File: src/rtl/nbp_pkg.sv
package nbp_pkg;

    localparam logic [31:0] CMD_CLR_STATUS  = 32'h0050_0050;
    localparam logic [31:0] CMD_BUF_WRITE   = 32'h00E8_00E8;
    localparam logic [31:0] CMD_READ_STATUS = 32'h0070_0070;
    localparam logic [31:0] CMD_CONFIRM     = 32'h00D0_00D0;
    localparam logic [31:0] CMD_READ_ARRAY  = 32'h00FF_00FF;
    localparam logic [31:0] MASK_READY      = 32'h0080_0080;
    localparam logic [31:0] MASK_ERROR      = 32'h0030_0030;

    typedef enum logic [3:0] {
        S_IDLE,
        S_CLR0,
        S_ACQ_BUF,
        S_ACQ_RSR,
        S_ACQ_RD,
        S_ACQ_CHK,
        S_EXTRA_RD,
        S_CNT,
        S_DATA,
        S_CONFIRM,
        S_POLL_RD,
        S_POLL_CHK,
        S_FIN_CLR,
        S_FIN_RA,
        S_DONE
    } seq_state_e;

endpackage

File: src/rtl/nbp_chunk_calc.sv
module nbp_chunk_calc #(
    parameter int BUF_BYTES = 64,
    parameter int WC_W      = 15,
    localparam int OFF_W    = $clog2(BUF_BYTES),
    localparam int BUF_WORDS = BUF_BYTES / 4
) (
    input  logic [OFF_W-3:0] word_off,
    input  logic [WC_W-1:0]  words_left,
    output logic [WC_W-1:0]  count,
    output logic [31:0]      count_word
);

    logic [WC_W-1:0] room;
    logic [WC_W-1:0] cnt_m1;

    always_comb begin
        room       = WC_W'(BUF_WORDS) - WC_W'(word_off);
        count      = (words_left < room) ? words_left : room;
        cnt_m1     = count - WC_W'(1);
        count_word = {16'(cnt_m1), 16'(cnt_m1)};
    end

endmodule

File: src/rtl/nbp_poll_timer.sv
module nbp_poll_timer #(
    parameter int LIMIT = 1024,
    localparam int TW   = $clog2(LIMIT + 1)
) (
    input  logic clk,
    input  logic rst_n,
    input  logic clr,
    input  logic tick,
    output logic last
);

    logic [TW-1:0] cnt;

    always_ff @(posedge clk or negedge rst_n) begin
        if (!rst_n) begin
            cnt <= '0;
        end else if (clr) begin
            cnt <= '0;
        end else if (tick && !last) begin
            cnt <= cnt + TW'(1);
        end
    end

    assign last = (cnt == TW'(LIMIT - 1));

endmodule

File: src/rtl/nor_bufprog_seq.sv
module nor_bufprog_seq
    import nbp_pkg::*;
#(
    parameter int ADDR_W     = 32,
    parameter int SRC_AW     = 16,
    parameter int LEN_W      = 16,
    parameter int BUF_BYTES  = 64,
    parameter int POLL_LIMIT = 1024,
    localparam int WC_W      = LEN_W - 1,
    localparam int OFF_W     = $clog2(BUF_BYTES)
) (
    input  logic              clk,
    input  logic              rst_n,
    input  logic              start_i,
    input  logic [ADDR_W-1:0] start_addr_i,
    input  logic [LEN_W-1:0]  len_i,
    output logic              busy_o,
    output logic              done_o,
    output logic [ADDR_W-1:0] result_o,
    output logic              src_rd_o,
    output logic [SRC_AW-1:0] src_addr_o,
    input  logic [31:0]       src_data_i,
    output logic              fl_req_o,
    output logic              fl_we_o,
    output logic [ADDR_W-1:0] fl_addr_o,
    output logic [31:0]       fl_wdata_o,
    input  logic [31:0]       fl_rdata_i
);

    seq_state_e state, nxt;

    logic [ADDR_W-1:0] cur_addr;
    logic [ADDR_W-1:0] base_addr;
    logic [WC_W-1:0]   words_left;
    logic [WC_W-1:0]   chunk_left;
    logic [SRC_AW-1:0] src_ptr;
    logic [ADDR_W-1:0] result_q;

    logic [LEN_W:0]    len_round;
    logic [WC_W-1:0]   len_words;
    logic [WC_W-1:0]   chunk_cnt;
    logic [31:0]       chunk_word;
    logic              dev_ready;
    logic              dev_error;
    logic              tmr_clr;
    logic              tmr_tick;
    logic              tmr_last;

    // length rounding to whole buffers, then bytes to words
    always_comb begin
        len_round = ({1'b0, len_i} + (LEN_W+1)'(BUF_BYTES - 1))
                    & ~((LEN_W+1)'(BUF_BYTES - 1));
        len_words = len_round[LEN_W:2];
    end

    assign dev_ready = ((fl_rdata_i & MASK_READY) == MASK_READY);
    assign dev_error = |(fl_rdata_i & MASK_ERROR);

    nbp_chunk_calc #(
        .BUF_BYTES (BUF_BYTES),
        .WC_W      (WC_W)
    ) u_chunk (
        .word_off   (cur_addr[OFF_W-1:2]),
        .words_left (words_left),
        .count      (chunk_cnt),
        .count_word (chunk_word)
    );

    assign tmr_clr  = (state == S_CLR0) || (state == S_CONFIRM)
                   || ((state == S_POLL_CHK) && dev_ready);
    assign tmr_tick = ((state == S_ACQ_CHK) || (state == S_POLL_CHK)) && !dev_ready;

    nbp_poll_timer #(
        .LIMIT (POLL_LIMIT)
    ) u_timer (
        .clk   (clk),
        .rst_n (rst_n),
        .clr   (tmr_clr),
        .tick  (tmr_tick),
        .last  (tmr_last)
    );

    // state register
    always_ff @(posedge clk or negedge rst_n) begin
        if (!rst_n) begin
            state <= S_IDLE;
        end else begin
            state <= nxt;
        end
    end

    // transitions
    always_comb begin
        nxt = state;
        unique case (state)
            S_IDLE:     if (start_i) nxt = S_CLR0;
            S_CLR0:     nxt = (words_left == '0) ? S_FIN_CLR : S_ACQ_BUF;
            S_ACQ_BUF:  nxt = S_ACQ_RSR;
            S_ACQ_RSR:  nxt = S_ACQ_RD;
            S_ACQ_RD:   nxt = S_ACQ_CHK;
            S_ACQ_CHK: begin
                if (dev_ready)     nxt = S_EXTRA_RD;
                else if (tmr_last) nxt = S_FIN_CLR;
                else               nxt = S_ACQ_BUF;
            end
            S_EXTRA_RD: nxt = S_CNT;
            S_CNT:      nxt = S_DATA;
            S_DATA:     if (chunk_left == WC_W'(1)) nxt = S_CONFIRM;
            S_CONFIRM:  nxt = S_POLL_RD;
            S_POLL_RD:  nxt = S_POLL_CHK;
            S_POLL_CHK: begin
                if (dev_ready) begin
                    if (dev_error || (words_left == '0)) nxt = S_FIN_CLR;
                    else                                 nxt = S_ACQ_BUF;
                end else if (tmr_last) begin
                    nxt = S_FIN_CLR;
                end else begin
                    nxt = S_POLL_RD;
                end
            end
            S_FIN_CLR:  nxt = S_FIN_RA;
            S_FIN_RA:   nxt = S_DONE;
            S_DONE:     nxt = S_IDLE;
            default:    nxt = S_IDLE;
        endcase
    end

    // datapath registers
    always_ff @(posedge clk or negedge rst_n) begin
        if (!rst_n) begin
            cur_addr   <= '0;
            base_addr  <= '0;
            words_left <= '0;
            chunk_left <= '0;
            src_ptr    <= '0;
            result_q   <= '0;
        end else begin
            unique case (state)
                S_IDLE: begin
                    if (start_i) begin
                        base_addr  <= start_addr_i & ~ADDR_W'(3);
                        cur_addr   <= start_addr_i & ~ADDR_W'(3);
                        words_left <= len_words;
                        src_ptr    <= '0;
                        result_q   <= '0;
                    end
                end
                S_ACQ_CHK: begin
                    if (!dev_ready && tmr_last) result_q <= '1;
                end
                S_CNT: begin
                    chunk_left <= chunk_cnt;
                    words_left <= words_left - chunk_cnt;
                    src_ptr    <= src_ptr + SRC_AW'(1);
                end
                S_DATA: begin
                    cur_addr   <= cur_addr + ADDR_W'(4);
                    chunk_left <= chunk_left - WC_W'(1);
                    if (chunk_left > WC_W'(1)) src_ptr <= src_ptr + SRC_AW'(1);
                end
                S_POLL_CHK: begin
                    if (dev_ready && dev_error)
                        result_q <= cur_addr - base_addr + ADDR_W'(1);
                    else if (!dev_ready && tmr_last)
                        result_q <= '1;
                end
                default: ;
            endcase
        end
    end

    // outputs
    always_comb begin
        fl_req_o   = 1'b0;
        fl_we_o    = 1'b0;
        fl_addr_o  = cur_addr;
        fl_wdata_o = '0;
        src_rd_o   = 1'b0;
        src_addr_o = src_ptr;
        done_o     = 1'b0;
        unique case (state)
            S_CLR0, S_FIN_CLR: begin
                fl_req_o = 1'b1; fl_we_o = 1'b1; fl_wdata_o = CMD_CLR_STATUS;
            end
            S_ACQ_BUF: begin
                fl_req_o = 1'b1; fl_we_o = 1'b1; fl_wdata_o = CMD_BUF_WRITE;
            end
            S_ACQ_RSR: begin
                fl_req_o = 1'b1; fl_we_o = 1'b1; fl_wdata_o = CMD_READ_STATUS;
            end
            S_ACQ_RD, S_EXTRA_RD, S_POLL_RD: begin
                fl_req_o = 1'b1;
            end
            S_CNT: begin
                fl_req_o = 1'b1; fl_we_o = 1'b1; fl_wdata_o = chunk_word;
                src_rd_o = 1'b1;
            end
            S_DATA: begin
                fl_req_o = 1'b1; fl_we_o = 1'b1; fl_wdata_o = src_data_i;
                src_rd_o = (chunk_left > WC_W'(1));
            end
            S_CONFIRM: begin
                fl_req_o = 1'b1; fl_we_o = 1'b1; fl_wdata_o = CMD_CONFIRM;
            end
            S_FIN_RA: begin
                fl_req_o = 1'b1; fl_we_o = 1'b1; fl_wdata_o = CMD_READ_ARRAY;
            end
            S_DONE: done_o = 1'b1;
            default: ;
        endcase
    end

    assign busy_o   = (state != S_IDLE);
    assign result_o = result_q;

endmodule

File: config.mk
export PLATFORM = sky130hd
export DESIGN_NAME = nor_bufprog_seq
export DESIGN_NICKNAME = d
export VERILOG_FILES = /design/src/rtl/nbp_pkg.sv /design/src/rtl/nbp_chunk_calc.sv /design/src/rtl/nbp_poll_timer.sv /design/src/rtl/nor_bufprog_seq.sv
export SDC_FILE = /design/constraint.sdc
export NUM_CORES = 1
export LEC_CHECK = 0
export BUFFER_PORTS_ARGS = -buffer_cell sky130_fd_sc_hd__buf_2
export CAP_MARGIN = 20
export CORE_AREA = 2 2 121 182
export CTS_BUF_LIST = sky130_fd_sc_hd__clkbuf_8
export DETAILED_ROUTE_END_ITERATION = 16
export DIE_AREA = 0 0 123 184
export PLACE_DENSITY = 0.71
export SLEW_MARGIN = 20
export SYNTH_ARGS = -nofsm -noshare
export SYNTH_HDL_FRONTEND = slang
export SYNTH_SLANG_ARGS = --single-unit
File: constraint.sdc
create_clock -name clk -period 6.4 [get_ports clk]
set_clock_uncertainty 0.15 [all_clocks]
set_input_delay 1.28 -clock clk [delete_from_list [all_inputs] [get_ports clk]]
set_output_delay 1.28 -clock clk [all_outputs]
set_load 0.02 [all_outputs]
==> flow_metrics.tcl <==
set metrics [dict create \
    p_sw_share_pct 26.0 \
    htreeDepth 4 \
    synthArstFlopShare_pct 100 \
    slowest_stage "dfrtp_1" \
    fin_crit_sh_pct 89.3 \
    power_w 0.00181 \
    ctsResizeCount 0 \
    min_path_cells 2 \
    path_max_fanout 11 \
    drt_wl_total_um 28900 \
    routedWlPerCell_um 17.1 \
    ant_nets 0 \
    synth_flop_cell "dfrtp_1" \
    worstPathArrival_ns 4.29 \
    r2r_setup_slack_ns 1.15 \
    antenna_found_initial 1 \
    crit_path_end_kind "primary output" \
    ir_drop_mv 0.117 \
    grt_overflow 0 \
    cellInternalPower_w 0.00134 \
    grt_max_degree 89 \
    p_leak_nw 5.84 \
    hpwlAfterDp_um 21700 \
    synth_top_area_cell "dfrtp_1" \
    area_growth_syn_to_layout_pct 15.6 \
    setup-violations-final 0 \
    io_pins 232 \
    clk_pin_slew_ns 0.09 \
    setup_tns_ns 0 \
    post_cts_buffers 0 \
    numPortBuffers 201 \
    die_area_um2 22600 \
    slowest_delay_ns 0.58 \
    cts-root-buf "clkbuf_8" \
    ys_ff_latch 153 \
    slew_violations 0 \
    synth_top_cell_area_share_pct 37.4 \
    core_um2 21000 \
    power_frac_clock_pct 40.3 \
    cts_buffers 17 \
    fin_nets 1596 \
    ys_warn_count 0 \
    reg2reg_to "words_left[10]$_DFFE_PN0P_" \
    die_h_um 184 \
    cp-start-kind "flop" \
    synthesis.area_um2 10200 \
    cap_viol_max_count 0 \
    criticalPathCategory "flop to primary output" \
    synth.most_common_cell "dfrtp_1" \
    p_sw_w 0.000472 \
    worstRegToRegCells 18 \
    reg2reg_from "fl_addr_o[2]$_DFFE_PN0P_" \
    via_count 9755 \
    via_per_inst 5.78 \
    start_util_pct 48.8 \
    min_path_type "flop to flop" \
    max_slew_margin_pct 33.6 \
    critical-path-top-delay-family "compound AO/OA/AOI/OAI gates" \
    row_count 65 \
    tightestPinTransition_ns 0.971 \
    ys_seq_area_share_pct 37.4 \
    pwr-share-seq_pct 53.6 \
    rsz0062_at_grt "no" \
    cts_tree "built" \
    syn_avg_cell_area_um2 8.34 \
    grt_pass1_vias 9255 \
    synth_area_leaders "dfrtp_1, ha_1, o21ai_0" \
    powerDensity_nw_per_um2 153 \
    grt_pass1_wl_um 47000 \
    clkSinkCount 153 \
    max_freq_mhz 175 \
    die_w_um 123 \
    finalCriticalPeriod_ns 5.72 \
    insertion_delay_ns 0.46 \
    netlist_instances 1227 \
    grt_usage_pct 26.1 \
    drive_above_1_share_pct 19.2 \
    fill_cells 2027 \
    cp_num_buf_inv 3 \
    hold_viol_final 0 \
    hold_end "base_addr[31]$_DFFE_PN0P_" \
    cp_data_required_time_ns 4.97 \
    holdBufCountCts 0 \
    clock_path_buffers 2 \
    place_congestion 0.882 \
    drt_pass1_iterations 5 \
    synth_cell_types 73 \
    crit_chain "inv_1, ha_1, xnor2_1, inv_1, ha_1, a21o_1, a21o_1, a211o_1, a21oi_1, ha_1, nand2_1, nor3_2, a21o_1, buf_2" \
    drt_iter0_drc 709 \
    status "finished clean" \
    synth_edf_count 0 \
    yosys-top-cells-count "dfrtp_1, nand2_1, o21ai_0, nor2_1, a21oi_1" \
    drcViolationCount 0 \
    p_comb_share_pct 6.1 \
    worst_hold_startpoint "base_addr[31]$_DFFE_PN0P_" \
]
## state kept, by name, indices dropped and copies added (netlist names)
name,cells
src_addr_o,16
chunk_left,15
base_addr,30
state,4
result_o,32
fl_addr_o,30
words_left,15
u_timer.cnt,11
## cells in the final DEF, fill, tap and decap left out, drive strengths merged, types with 10 or more instances in the layout
cell type / count
a21oi: 93
nand4: 15
nor2: 118
and3: 15
a21o: 31
a31oi: 10
o22ai: 11
nand3: 57
inv: 64
a211oi: 12
nor4: 12
nand2: 143
clkbuf: 19
dfrtp: 153
ha: 73
buf: 209
o21ai: 142
nor3: 29
xor2: 26
xnor2: 29
or3: 10
## cells by family after synthesis
family,Yosys count,share of synthesized area [%]
fa+ha+maj,75,9.32
mux,9,1.03
compound gates,373,22.3
buf+inv,112,4.34
other cells,1,0.0367
xor+xnor,55,4.71
simple gates,449,20.9
flops,153,37.4
## routing by layer
metal	GRT usage [%]	part of all wire (%)	up-vias
li1	-	-	4764
met1	33.3	43	4686
met2	45.1	51	269
met3	4.31	4.6	36
met4	7.36	1.9	0
met5	0	0	-
## worst reg2reg max path, cell delays in order, from the launching register on
cell and delay (ns):
dfrtp_1 0.58, inv_1 0.09, ha_1 0.22, xnor2_1 0.28, inv_1 0.08, ha_1 0.27
a21o_1 0.16, a21o_1 0.17, a211o_1 0.44, mux2i_1 0.42, ha_1 0.35, nor2b_1 0.14
o21ai_0 0.20, a21oi_1 0.14, or4_1 0.47, or2_2 0.32, or4_1 0.43, nand3_1 0.10
o221ai_1 0.10
## power by group through the flow
stage / Combinational [W] / Sequential (W) / Clock, W
finish: 0.000111 / 0.000973 / 0.000731
global route: 0.000123 / 0.000974 / 0.000785
CTS: 0.000112 / 0.000973 / 0.000745
detailed placement: 0.000112 / 0.000992 / 0
global placement: 0.000111 / 0.000992 / 0
floorplan: 0.0000385 / 0.000997 / 0
## per-stage QoR
stage / hold slack, ns / cell area [um2] / instances / setup WS [ns] / util, %
finish: 0.347 / 11800 / 1689 / 0.685 / 56.4
global route: 0.386 / 11800 / 1687 / 0.343 / 56.3
CTS: 0.354 / 11800 / 1687 / 0.665 / 56.3
detailed placement: 0.334 / 11400 / 1655 / 1.18 / 54.5
global placement: 0.322 / 11400 / 1655 / 1.25 / 54.5
floorplan: 0.307 / 10200 / 1228 / 1.62 / -
## layout make-up
type | instances | area [um2] | share of cell area, %
tap | 268 | 335 | 2.84
sequential | 153 | 3830 | 32.4
multi-input combinational | 963 | 5970 | 50.5
inverter | 62 | 233 | 1.97
clock buffer | 19 | 262 | 2.21
antenna | 2 | 5.00 | 0.0423
clock inverter | 13 | 121 | 1.03
timing repair buffer | 209 | 1070 | 9.07
## worst max-delay path by stage
stage / cells past startpoint / to / startpoint
2_1_floorplan: 20 / words_left[10]$_DFFE_PN0P_ / fl_addr_o[2]$_DFFE_PN0P_
3_3_place_gp: 18 / words_left[10]$_DFFE_PN0P_ / fl_addr_o[2]$_DFFE_PN0P_
3_5_place_dp: 14 / fl_wdata_o[26] / fl_addr_o[2]$_DFFE_PN0P_
4_1_cts: 14 / fl_wdata_o[26] / fl_addr_o[2]$_DFFE_PN0P_
5_1_grt: 14 / fl_wdata_o[14] / fl_addr_o[2]$_DFFE_PN0P_
6_report: 14 / fl_wdata_o[26] / fl_addr_o[2]$_DFFE_PN0P_
Note: power is estimated with default switching activity, not from simulation.
